[src/rtl/elim_lattice_pkg.sv]
package elim_lattice_pkg;

  // Strobes from control to the datapath for one switch turn.
  typedef struct packed {
    logic clearNets;  // de-energize every net on this edge
    logic advance;    // perform one propagation step on this edge
  } latticeStrobes_t;

endpackage

[src/rtl/elim_lattice_ctrl.sv]
module elim_lattice_ctrl
  import elim_lattice_pkg::*;
(
  input  logic            clk,
  input  logic            rstN,
  input  logic            clearIn,
  input  logic            netsChanged,
  output latticeStrobes_t strobes,
  output logic            settled
);

  always_comb begin
    strobes.clearNets = clearIn;
    strobes.advance   = !clearIn;
  end

  // A propagation step with no change means the fixpoint is reached.
  always_ff @(posedge clk) begin
    if (!rstN) begin
      settled <= 1'b0;
    end else if (strobes.clearNets) begin
      settled <= 1'b0;
    end else begin
      settled <= !netsChanged;
    end
  end

endmodule

[src/rtl/elim_lattice_datapath.sv]
module elim_lattice_datapath
  import elim_lattice_pkg::*;
#(
  parameter int NUM_ROWS  = 8,
  parameter int NUM_COLS  = 14,
  parameter int NUM_GUESS = 2,
  parameter logic [NUM_COLS*NUM_ROWS-1:0]  COL_IN_MASK  = '0,
  parameter logic [NUM_COLS*NUM_ROWS-1:0]  COL_OUT_MASK = '0,
  parameter logic [NUM_GUESS*NUM_ROWS-1:0] GUESS_MASK   = '0
) (
  input  logic                 clk,
  input  logic                 rstN,
  input  latticeStrobes_t      strobes,
  input  logic [NUM_GUESS-1:0] guessIn,
  output logic [NUM_ROWS-1:0]  rowState,
  output logic                 netsChanged
);

  logic [NUM_COLS-1:0] colState;
  logic [NUM_COLS-1:0] colFire;
  logic [NUM_ROWS-1:0] rowFire;
  logic [NUM_ROWS-1:0] rowNext;
  logic [NUM_COLS-1:0] colNext;

  // Column nets: series contacts, all listed rows must be energized.
  for (genvar c = 0; c < NUM_COLS; c++) begin : g_col
    localparam logic [NUM_ROWS-1:0] SERIES = COL_IN_MASK[c*NUM_ROWS +: NUM_ROWS];
    assign colFire[c] = &(rowState | ~SERIES);
  end

  // Row nets: parallel contacts from driving columns and guess lines.
  for (genvar r = 0; r < NUM_ROWS; r++) begin : g_row
    logic [NUM_COLS-1:0]  colHits;
    logic [NUM_GUESS-1:0] guessHits;
    for (genvar c = 0; c < NUM_COLS; c++) begin : g_cin
      assign colHits[c] = colState[c] & COL_OUT_MASK[c*NUM_ROWS + r];
    end
    for (genvar g = 0; g < NUM_GUESS; g++) begin : g_gin
      assign guessHits[g] = guessIn[g] & GUESS_MASK[g*NUM_ROWS + r];
    end
    assign rowFire[r] = (|colHits) | (|guessHits);
  end

  // Both halves step from registered state: one edge is one switch turn.
  assign rowNext = rowState | rowFire;
  assign colNext = colState | colFire;

  assign netsChanged = strobes.advance &&
                       ((rowNext != rowState) || (colNext != colState));

  always_ff @(posedge clk) begin
    if (!rstN || strobes.clearNets) begin
      rowState <= '0;
      colState <= '0;
    end else if (strobes.advance) begin
      rowState <= rowNext;
      colState <= colNext;
    end
  end

endmodule

[src/rtl/elim_lattice_deadeq.sv]
module elim_lattice_deadeq #(
  parameter int NUM_EQ   = 3,
  parameter int NUM_ROWS = 8,
  parameter logic [NUM_EQ*NUM_ROWS-1:0] EQ_MASK = '0
) (
  input  logic [NUM_ROWS-1:0] rowLive,
  output logic [NUM_EQ-1:0]   eqDead,
  output logic                inconsistent
);

  for (genvar e = 0; e < NUM_EQ; e++) begin : g_eq
    localparam logic [NUM_ROWS-1:0] MEMBERS = EQ_MASK[e*NUM_ROWS +: NUM_ROWS];
    assign eqDead[e] = &(rowLive | ~MEMBERS);
  end

  assign inconsistent = |eqDead;

endmodule

[src/rtl/elim_lattice.sv]
module elim_lattice
  import elim_lattice_pkg::*;
#(
  parameter int NUM_EQ    = 3,
  parameter int NUM_ROWS  = 8,
  parameter int NUM_COLS  = 14,
  parameter int NUM_GUESS = 2,
  // Column c reads rows in slice c (series contacts).
  parameter logic [NUM_COLS*NUM_ROWS-1:0] COL_IN_MASK =
    112'h4004_8002_2001_A010_4008_1004_0803,
  // Column c drives rows in slice c (parallel contacts).
  parameter logic [NUM_COLS*NUM_ROWS-1:0] COL_OUT_MASK =
    112'h0440_0280_0120_10A0_0840_0410_0308,
  parameter logic [NUM_GUESS*NUM_ROWS-1:0] GUESS_MASK = 16'h1008,
  parameter logic [NUM_EQ*NUM_ROWS-1:0]    EQ_MASK    = 24'hE0_18_07
) (
  input  logic                 clk,
  input  logic                 rstN,
  input  logic                 clearIn,
  input  logic [NUM_GUESS-1:0] guessIn,
  output logic [NUM_ROWS-1:0]  rowLive,
  output logic [NUM_EQ-1:0]    eqDead,
  output logic                 inconsistent,
  output logic                 settled
);

  latticeStrobes_t strobes;
  logic            netsChanged;

  elim_lattice_ctrl ctrl_i (
    .clk         (clk),
    .rstN        (rstN),
    .clearIn     (clearIn),
    .netsChanged (netsChanged),
    .strobes     (strobes),
    .settled     (settled)
  );

  elim_lattice_datapath #(
    .NUM_ROWS     (NUM_ROWS),
    .NUM_COLS     (NUM_COLS),
    .NUM_GUESS    (NUM_GUESS),
    .COL_IN_MASK  (COL_IN_MASK),
    .COL_OUT_MASK (COL_OUT_MASK),
    .GUESS_MASK   (GUESS_MASK)
  ) dp_i (
    .clk         (clk),
    .rstN        (rstN),
    .strobes     (strobes),
    .guessIn     (guessIn),
    .rowState    (rowLive),
    .netsChanged (netsChanged)
  );

  elim_lattice_deadeq #(
    .NUM_EQ   (NUM_EQ),
    .NUM_ROWS (NUM_ROWS),
    .EQ_MASK  (EQ_MASK)
  ) dead_i (
    .rowLive      (rowLive),
    .eqDead       (eqDead),
    .inconsistent (inconsistent)
  );

endmodule

[config.mk]
export PLATFORM = sky130hd
export DESIGN_NAME = elim_lattice
export DESIGN_NICKNAME = d
export VERILOG_FILES = /design/src/rtl/elim_lattice_pkg.sv /design/src/rtl/elim_lattice_ctrl.sv /design/src/rtl/elim_lattice_datapath.sv /design/src/rtl/elim_lattice_deadeq.sv /design/src/rtl/elim_lattice.sv
export SDC_FILE = /design/constraint.sdc
export NUM_CORES = 1
export LEC_CHECK = 0
export ABC_AREA = 1
export BUFFER_PORTS_ARGS = -buffer_cell sky130_fd_sc_hd__clkbuf_2
export CELL_PAD_IN_SITES_DETAIL_PLACEMENT = 0
export CELL_PAD_IN_SITES_GLOBAL_PLACEMENT = 1
export CORE_MARGIN = 2
export CORE_UTILIZATION = 40
export CTS_CLUSTER_DIAMETER = 80
export DETAILED_ROUTE_END_ITERATION = 6
export PLACE_DENSITY = 0.8
export SETUP_SLACK_MARGIN = 0.2
export SYNTH_ARGS = -nofsm -noshare
export SYNTH_HDL_FRONTEND = slang
export SYNTH_SLANG_ARGS = --single-unit
export TNS_END_PERCENT = 5
[constraint.sdc]
create_clock -name clk -period 1.8 [get_ports clk]
set_input_delay 0.27 -clock clk [delete_from_list [all_inputs] [get_ports clk]]
set_output_delay 0.27 -clock clk [all_outputs]
set_load 0.1 [all_outputs]
==> run metrics, run 1 <==
Hold/Removal Path Class=in2reg; Startpoint Class=flip-flop; PwrDens=729.1 nW/µm²; RSZ-0062 raised after global routing=true; internal reg-to-reg setup slack=0.71 ns; drt drc=0; register bit total from synthesis=23; layout cells sized above 1=34.00%; crit path DAT=1.40 ns; Post-DRT Antenna Nets=0; Routed WL=2006 µm; WHS Path Cells=5; antenna violations before repair=0; DR iter-0 viols=18; mapped cell area=907.1 µm²; commonest non-fill, non-tap cells in the layout=inv_1, nand2_1, clkbuf_2, dfxtp_1, a21oi_1; Num CTS Buffers=3; post-DP HPWL=1464 µm; Netlist cell types=16; met1 Usage GRT=23.59%; GR peak layer=met2; hold path start=guessIn[1]; NumNets Final=156; combinational cell fraction of total power=12.9%; syn_nets=129; Tmin final=1.669 ns; Fin Setup TNS=0 ns; CTS clock-pin slew for the worst setup and hold paths=0.12 ns; largest net degree at the start of global routing=23; ANT cells=0; Worst EP required=1.53 ns; Skew-Pair Late Insertion Delay=0.32 ns; CTS tree=yes; Final Max Slew Viols=0; met3 Track Usage GR=2.586%; Area growth, synth to finish=31.86%; vias=858; Reg-to-Reg Start=dp_i.rowState[4]; Yosys top cell area share=50.76%; P_leak=0.0005608 µW; WHS=0.2582 ns; Layout Cells excl Fill=178; mean post-synth cell area=7.315 µm²; Die Span Y=51.62 µm; Clock Skew=0.001649 ns; Final Hold Vio Count=0; placed insts=167; Post-Synthesis Cells=124; final setup vio count=0; status=finished clean; gr usage total=17.90%; maximum fanout along the worst path=2; Cell Int Power=621.9 µW; max_slew headroom=63.57%; sequential share of power=59.1%; CORE AREA=2170 µm²; R2R Path End=ctrl_i.settled; R2R depth=8; Tcrit/Tclk final=92.72%; Hold Path End=dp_i.rowState[4]; CTS root buffer=clkbuf_4; Yosys top cell by area=dfxtp_1; clock power share=28.0%; top cells by area, synth=dfxtp_1, inv_1, nand2_1; crit path cell chain=nand2_4 -> nor2_4 -> or3_4 -> clkbuf_16; Routed wire per std cell=11.27 µm; Crit. End Element=primary output; Die Span X=51.62 µm; met2 Usage GRT=27.78%; detailed-route vias per instance=4.820; drt pass-1 iters=4; max incr delay on CP=0.39 ns; # fillers=226; Clock Tree Buf Depth=2; Switching Share=28.69%; Yosys warning count=0; Clock Sinks=23; Max Clock Freq=0.5992 GHz; # H-tree levels=1; sequential element share of the synthesized area=50.76%; Placer Congestion=0.7901; vias in the first global route=799; grt total ovfl=0; first-pass GRT wire length=3470 µm; maxcap violations=0; io pins=18; crit path kind=reg2out; Slew @ Worst Pin=0.5487 ns; Peak VDD IR=0.4811 mV; critical path startpoint=dp_i.rowState[5]; Die ar.=2665 µm²; # rows=17; NetSw=250.2 µW; initial core utilization=41.81%; # port buffers=17; slowest CP cell=or3_4
-- per-layer routing --
| layer | up-vias | part of all wire [%] |
|---|---|---|
| met5 | - | 0 |
| met4 | 0 | 2.6 |
| met3 | 5 | 3.0 |
| met2 | 19 | 48 |
| met1 | 394 | 47 |
| li1 | 440 | - |
-- registers in the layout, indices dropped and copies added, names as in the netlist --
register	cells
dp_i.colState	14
dp_i.rowState	8
ctrl_i.settled	1
-- area by class of cell --
type	count	area, µm²	area share (%)
Multi-Input combinational cell	70	367.9	30.75
Sequential cell	23	490.5	41.00
Clock buffer	3	22.52	1.883
Timing Repair Buffer	24	157.7	13.18
Clock inverter	1	5.005	0.4184
Tap cell	28	35.03	2.929
Inverter	29	117.6	9.833
-- how the worst max path moves through the flow --
| stage | slack, ns | cells after the start | end |
|---|---|---|---|
| 2_1_floorplan | -0.09 | 3 | inconsistent |
| 3_3_place_gp | 0.32 | 4 | inconsistent |
| 3_5_place_dp | 0.31 | 4 | inconsistent |
| 4_1_cts | 0.13 | 4 | inconsistent |
| 5_1_grt | 0.08 | 4 | inconsistent |
| 6_report | 0.13 | 4 | inconsistent |
-- metrics by stage --
| step | area (µm²) | power, µW | util, % | setup WS, ns |
|---|---|---|---|---|
| 2_1_floorplan | 965.9 | 610.8 | - | -0.09357 |
| 5_1_grt | 1196 | 919.1 | 55.13 | 0.08097 |
| 6_report | 1196 | 872.1 | 55.13 | 0.1310 |
| 3_3_place_gp | 1076 | 631.0 | 49.60 | 0.3174 |
| 4_1_cts | 1191 | 878.5 | 54.90 | 0.1325 |
| 3_5_place_dp | 1076 | 631.1 | 49.60 | 0.3146 |
-- what timing repair did --
| action | CTS | global route |
|---|---|---|
| resized for setup | 7 | 1 |
| hold buffers | 0 | 0 |
| endpoints found under the setup margin | 3 | 3 |
| pin swaps | 1 | 1 |
| setup buffers | 7 | 0 |
-- power groups by stage --
stage               Combinational [µW]  Sequential, µW  Clock [µW]
CTS                                113             515         251
global route                       123             517         279
finish                             112             516         244
global placement                   102             529           0
detailed placement                 102             529           0
floorplan                         46.8             564           0
-- worst max-delay path: cells and delay by family (launching register included) --
kind                   cells  cell delay (ns)
buffers and inverters      1             0.21
DFF                        1             0.37
and+or+nand+nor            3             0.50
-- Yosys cell counts --
| cell type | n |
|---|---|
| nand3_1 | 5 |
| or3_1 | 1 |
| nand2_1 | 23 |
| buf_2 | 2 |
| nor2_2 | 1 |
| inv_1 | 23 |
| a21oi_1 | 14 |
| dfxtp_1 | 23 |
| a31oi_1 | 6 |
| inv_2 | 5 |
| nand2_4 | 1 |
| nand4_1 | 1 |
| nand2_2 | 1 |
| nor2_1 | 10 |
| o21ai_0 | 7 |
| clkinv_1 | 1 |
-- kinds of logic (layout without fill, tap and decap cells) --
family | after synthesis | after routing | synth area share [%]
DFF | 23 | 23 | 50.76
AOI/OAI and AO/OA | 27 | 27 | 15.72
and+or+nand+nor | 43 | 43 | 20.42
buffers and inverters | 31 | 57 | 13.10
No activity file was read; power rests on OpenSTA's default activity.
==> run 2: changes to the inputs <==
--- a/config.mk
+++ b/config.mk
@@ -10,10 +10,12 @@
 export CELL_PAD_IN_SITES_DETAIL_PLACEMENT = 0
 export CELL_PAD_IN_SITES_GLOBAL_PLACEMENT = 1
 export CORE_MARGIN = 2
-export CORE_UTILIZATION = 40
+export CORE_UTILIZATION = 33
 export CTS_CLUSTER_DIAMETER = 80
 export DETAILED_ROUTE_END_ITERATION = 6
-export PLACE_DENSITY = 0.8
+export MAX_ROUTING_LAYER = met4
+export PLACE_DENSITY = 0.7
+export RECOVER_POWER = 50
 export SETUP_SLACK_MARGIN = 0.2
 export SYNTH_ARGS = -nofsm -noshare
 export SYNTH_HDL_FRONTEND = slang
==> constraint.sdc (replaced) <==
create_clock -name clk -period 1.51 [get_ports clk]
set_input_delay 0.2265 -clock clk [delete_from_list [all_inputs] [get_ports clk]]
set_output_delay 0.2265 -clock clk [all_outputs]
set_load 0.1 [all_outputs]
==> run metrics, run 2 (synthesis results as in run 1) <==
Cell Int Power=757.3 µW (+22%); CTS clock-pin slew for the worst setup and hold paths=0.12 ns (about the same); Num CTS Buffers=3 (unchanged); PwrDens=809.2 nW/µm² (+11%); # port buffers=17 (unchanged); Worst EP required=1.28 ns (-0.25 ns); Final Cell Area=1291 µm² (+7.9%); Top Metal Used=met4; sequential share of power=59.2% (about the same); Routed WL=2069 µm (+3.1%); crit path kind=reg2out; drt drc=0 (unchanged); vias in the first global route=801 (+0.25%); detailed-route vias per instance=4.558 (-5.4%); first-pass GRT wire length=3546 µm (+2.2%); DR iter-0 viols=12 (-6); CORE AREA=2686 µm² (+24%); Switching Share=27.52% (-1.2 points); max_slew headroom=79.91% (+16 points); metal2 WL=911 µm (-4.4%); Clock Skew=0.001304 ns (-0.0003455 ns); Skew-Pair Late Insertion Delay=0.31 ns (about the same); NetSw=287.6 µW (+15%); Die Span X=56.43 µm (+9.3%); final setup vio count=1 (+1); WL met1=1046 µm (+11%); initial core utilization=33.77% (-8.0 points); Routed wire per std cell=11.43 µm (+1.4%); Fin Setup TNS=-0.08315 ns (-0.08315 ns); antenna violations before repair=0 (unchanged); maximum fanout along the worst path=2 (unchanged); Crit. End Element=primary output; most common cell after layout, fill and taps aside=inv_1; Top reg by flops=dp_i.colState; Die Span Y=56.43 µm (+9.3%); CTS root buffer=clkbuf_4; clock power share=27.0% (-1.0 points); Post-DRT Antenna Nets=0 (unchanged); status=complete, but fails checks; Die ar.=3184 µm² (+20%); met3 WL=76 µm (+25%); Clock Tree Buf Depth=2 (unchanged); gr usage total=14.79% (-3.1 points); vias=825 (-3.8%); P_leak=0.0005724 µW (+2.1%); # fillers=287 (+27%); Final Max Slew Viols=0 (unchanged); Placer Congestion=0.8229 (+4.2%); Peak VDD IR=0.5981 mV (+24%); placed insts=170 (+1.8%); Area growth, synth to finish=42.35%; max reg flops=14 (unchanged); # rows=19 (+2); Hold/Removal Path Class=in2reg; Post-CTS Hold Fix Bufs=0 (unchanged); # H-tree levels=1 (unchanged); post-DP HPWL=1563 µm (+6.8%); combinational cell fraction of total power=13.8% (+0.9 points); ANT cells=0 (unchanged); Final Hold Vio Count=0 (unchanged); Tcrit/Tclk final=105.5%; Startpoint Class=flip-flop; commonest non-fill, non-tap cells in the layout=inv_1, nand2_1, dfxtp_1, a21oi_1, nor2_1; Layout Cells excl Fill=181 (+1.7%); Slew @ Worst Pin=0.3030 ns (-0.2457 ns); maxcap violations=0 (unchanged); RSZ-0062 raised after global routing=true; NumNets Final=156 (unchanged); layout cells sized above 1=30.00% (-4.0 points); Max Clock Freq=0.6277 GHz; io pins=18 (unchanged); CTS tree=yes; Clock Sinks=23 (unchanged); drt pass-1 iters=4 (unchanged); Largest regs=dp_i.colState: 14 flops, dp_i.rowState: 8 flops, ctrl_i.settled: 1 flops; violated checks=setup timing; grt total ovfl=0 (unchanged); setup ws final=-0.08315 ns (-0.2142 ns); crit path DAT=1.37 ns (-0.03 ns); Tmin final=1.593 ns; largest net degree at the start of global routing=23 (unchanged); placed cell areas=1127 µm² (+4.8%)
==> run 2: cell count changes in the layout (fill, tap and decap cells not counted), sizes merged <==
cell,delta
clkinv,-1
buf,+5
clkbuf,-4
==> run 2: timing repair <==
item	4_1_cts	5_1_grt
hold endpoints to repair	0	0
gates cloned	0	0
setup endpoints to repair	13	7
pin swaps	1	1
setup buffers	6	1
gates resized for setup	19	8
==> run 2: path summary, 6_finish.rpt <==
| kind | startpoint | end | slack [ns] | depth (start not counted) |
|---|---|---|---|---|
| worst max-delay path | dp_i.rowState[7] | inconsistent | -0.08 | 4 |
| worst min-delay path | guessIn[0] | dp_i.rowState[3] | 0.23 | 5 |
| worst max register to register | dp_i.rowState[4] | ctrl_i.settled | 0.34 | 8 |
| worst min register to register | dp_i.colState[2] | dp_i.colState[2] | 0.48 | 2 |
==> run 2: metrics by stage <==
step                      hold slack (ns)  setup slack [ns]  power (µW)  util [%]
after CTS                          0.2244          -0.09122        1049     47.42
after global routing               0.2834           -0.1218        1095     48.07
after floorplan                    0.4310           -0.3401       728.1         -
final                              0.2319          -0.08315        1045     48.07
after detailed placement           0.4633            0.2336       754.7     41.97
after global placement             0.4563            0.2419       754.5     41.97
==> run 2: layer usage <==
metal | track usage (%) | vias to the layer above
li1 | - | 437
met1 | 19.63 | 369
met2 | 21.43 | 15
met3 | 2.995 | 4
met4 | 7.143 | 0
met5 | - | -
==> run 2: final cells by class <==
| cell class | count | area (µm²) | share of cell area, % |
|---|---|---|---|
| sequential | 23 | 483.0 | 37.40 |
| clock buffer | 4 | 26.28 | 2.035 |
| tap | 31 | 38.79 | 3.004 |
| timing repair buffer | 24 | 257.7 | 19.96 |
| multi-input combinational | 70 | 367.9 | 28.49 |
| inverter | 29 | 117.6 | 9.109 |
==> run 2: critical path, stage by stage (launching register included) <==
cell     delay (ns)
dfxtp_4        0.37
nand2_4        0.08
nor2_4         0.05
or3_4          0.39
buf_12         0.17
==> run 2: power groups by stage <==
stage / combinational, µW / clock [µW] / sequential [µW]
after floorplan: 55.8 / 0 / 672
after global placement: 124 / 0 / 630
after detailed placement: 124 / 0 / 631
after CTS: 143 / 291 / 615
after global routing: 156 / 319 / 620
final: 144 / 282 / 618
==> run 3: changes to the inputs <==
--- a/config.mk
+++ b/config.mk
@@ -13,6 +13,7 @@
 export CORE_UTILIZATION = 33
 export CTS_CLUSTER_DIAMETER = 80
 export DETAILED_ROUTE_END_ITERATION = 6
+export GPL_TIMING_DRIVEN = 0
 export MAX_ROUTING_LAYER = met4
 export PLACE_DENSITY = 0.7
 export RECOVER_POWER = 50
==> run metrics, run 3 (synthesis results as in run 1) <==
Clock Skew=0.009863 ns (+0.008560 ns); Final Hold Vio Count=0 (unchanged); crit path kind=reg2out; Hold/Removal Path Class=in2reg; Clock Tree Buf Depth=2 (unchanged); Skew-Pair Late Insertion Delay=0.31 ns (about the same); max_slew headroom=79.76% (-0.15 points); # port buffers=17 (unchanged); max incr delay on CP=0.38 ns (about the same); violated checks=setup timing; Die Span Y=56.43 µm (unchanged); Num CTS Buffers=3 (unchanged); crit path cell chain=inv_4 -> nor2_4 -> or3_4 -> clkbuf_16; max reg flops=14 (unchanged); Tcrit/Tclk final=106.4% (+0.93 points); R2R Path End=ctrl_i.settled; largest net degree at the start of global routing=13 (-43%); Largest regs=dp_i.colState: 14 flops, dp_i.rowState: 8 flops, ctrl_i.settled: 1 flops; # H-tree levels=1 (unchanged); io pins=18 (unchanged); CTS root buffer=clkbuf_4; NumNets Final=160 (+2.6%); Reg-to-Reg Start=dp_i.rowState[4]; internal reg-to-reg setup slack=0.37 ns (+0.03 ns); vias=855 (+3.6%); Worst EP required=1.28 ns (about the same); drt drc=0 (unchanged); post-DP HPWL=1599 µm (+2.3%); Slew @ Worst Pin=0.3052 ns (+0.002242 ns); Die Span X=56.43 µm (unchanged); maxcap violations=0 (unchanged); Final Util=48.44% (+0.37 points); Placer Congestion=0.8078 (-1.8%); end of the critical path=inconsistent; Routed wire per std cell=12.16 µm (+6.3%); RSZ-0062 raised after global routing=true; Routed WL=2249 µm (+8.7%); Largest delay share family, worst path=simple AND/OR/NAND/NOR gates; most common cell after layout, fill and taps aside=inv_1; Final Cell Area=1301 µm² (+0.78%); Post-DRT Antenna Nets=0 (unchanged); CP Buf/Inv Count=2 (+1); PwrDens=809.1 nW/µm² (about the same); antenna violations before repair=0 (unchanged); initial core utilization=33.77% (unchanged); CORE AREA=2686 µm² (unchanged); slowest CP cell=dfxtp_4; met2 Usage GRT=24.09% (+2.7 points); crit path DAT=1.38 ns (about the same); Final Max Slew Viols=0 (unchanged); vias in the first global route=866 (+8.1%); WHS=0.2211 ns (-0.01082 ns); Worst path depth=4 (unchanged); Tmin final=1.607 ns (+0.01408 ns); status=complete, but fails checks; Peak VDD IR=0.3911 mV (-35%); P_leak=0.0005834 µW (+1.9%); R2R depth=8 (unchanged); Clock Sinks=23 (unchanged); CTS clock-pin slew for the worst setup and hold paths=0.13 ns (about the same); commonest non-fill, non-tap cells in the layout=inv_1, nand2_1, dfxtp_1, a21oi_1, nor2_1; detailed-route vias per instance=4.622 (+1.4%); Startpoint Class=flip-flop; Power, Total=1053 µW (+0.76%); met3 Track Usage GR=2.074% (-0.92 points); first-pass GRT wire length=3760 µm (+6.0%); DR iter-0 viols=21 (+9); Top reg by flops=dp_i.colState; Die ar.=3184 µm² (unchanged); final setup vio count=1 (unchanged); Crit. End Element=primary output; drt pass-1 iters=4 (unchanged); Fin Setup TNS=-0.09723 ns (-0.01408 ns); # rows=19 (unchanged); placed cell areas=1090 µm² (-3.3%); gr usage total=15.73% (+0.94 points); grt total ovfl=0 (unchanged); ANT cells=0 (unchanged); GR peak layer=met2; CTS tree=yes; setup ws final=-0.09723 ns (-0.01408 ns); met1 Usage GRT=20.63% (+1.0 points); layout cells sized above 1=31.82% (+1.8 points); Max Clock Freq=0.6222 GHz (-0.88%); maximum fanout along the worst path=5 (+3); critical path startpoint=dp_i.rowState[2]; Area growth, synth to finish=43.45%
[run 3: changes by cell type in the layout (fill, tap and decap cells not counted)]
cell / change
dfxtp_1: -1
clkbuf_16: +1
buf_12: -3
clkbuf_1: +1
buf_8: -1
clkbuf_8: +2
buf_4: +1
buf_2: +2
clkbuf_4: +1
dfxtp_4: +1
[run 3: stage by stage]
step | setup WS, ns | std cells
floorplan | -0.3401 | 124
global placement | 0.04946 | 172
detailed placement | 0.04500 | 172
CTS | -0.1160 | 184
global route | -0.1465 | 185
finish | -0.09723 | 185
[run 3: worst min path at each step]
stage	slack [ns]	endpoint	from	depth (start not counted)
after floorplan	0.43	dp_i.rowState[3]	guessIn[0]	4
after global placement	0.46	dp_i.colState[2]	dp_i.colState[2]	2
after detailed placement	0.46	dp_i.colState[2]	dp_i.colState[2]	2
after CTS	0.22	dp_i.rowState[4]	guessIn[1]	5
after global routing	0.25	dp_i.rowState[3]	guessIn[0]	5
final	0.22	dp_i.rowState[4]	guessIn[1]	5
[run 3: worst register-to-register path, stage by stage (launching register included)]
cell,delay (ns)
dfxtp_4,0.38
clkbuf_1,0.16
inv_2,0.11
nor2_1,0.04
nor2_1,0.08
nand2_1,0.06
nor2_1,0.10
nand3_1,0.08
nor2_1,0.10
[run 3: final cells by class]
cell class                      instances  area [µm²]
Buffer                                  2       10.01
Timing Repair Buffer                   26       254.0
Tap cell                               31       38.79
Clock buffer                            4       26.28
Sequential cell                        23       486.7
Inverter                               29       117.6
Multi-Input combinational cell         70       367.9
Fill cell                             281        1385
[run 3: routing by layer]
| metal | vias up | share of wire (%) |
|---|---|---|
| met2 | 17 | 46 |
| met1 | 388 | 50 |
| met3 | 4 | 2.9 |
| li1 | 446 | - |
| met4 | 0 | 1.4 |
| met5 | - | 0 |
[run 3: what timing repair did]
action,in CTS,in global routing
hold buffers,0,0
endpoints found under the setup margin,13,5
gates resized for setup,29,4
setup buffers,8,1
pin swaps,2,0
gates cloned,0,0
[run 3: power by group]
| part | internal (µW) | total [µW] | switching [µW] | leakage, µW |
|---|---|---|---|---|
| sequential | 608 | 617 | 8.91 | 0.000191 |
| clock | 103 | 288 | 185 | 0.0000150 |
| combinational | 46.4 | 148 | 102 | 0.000377 |
| total | 758 | 1050 | 295 | 0.000583 |
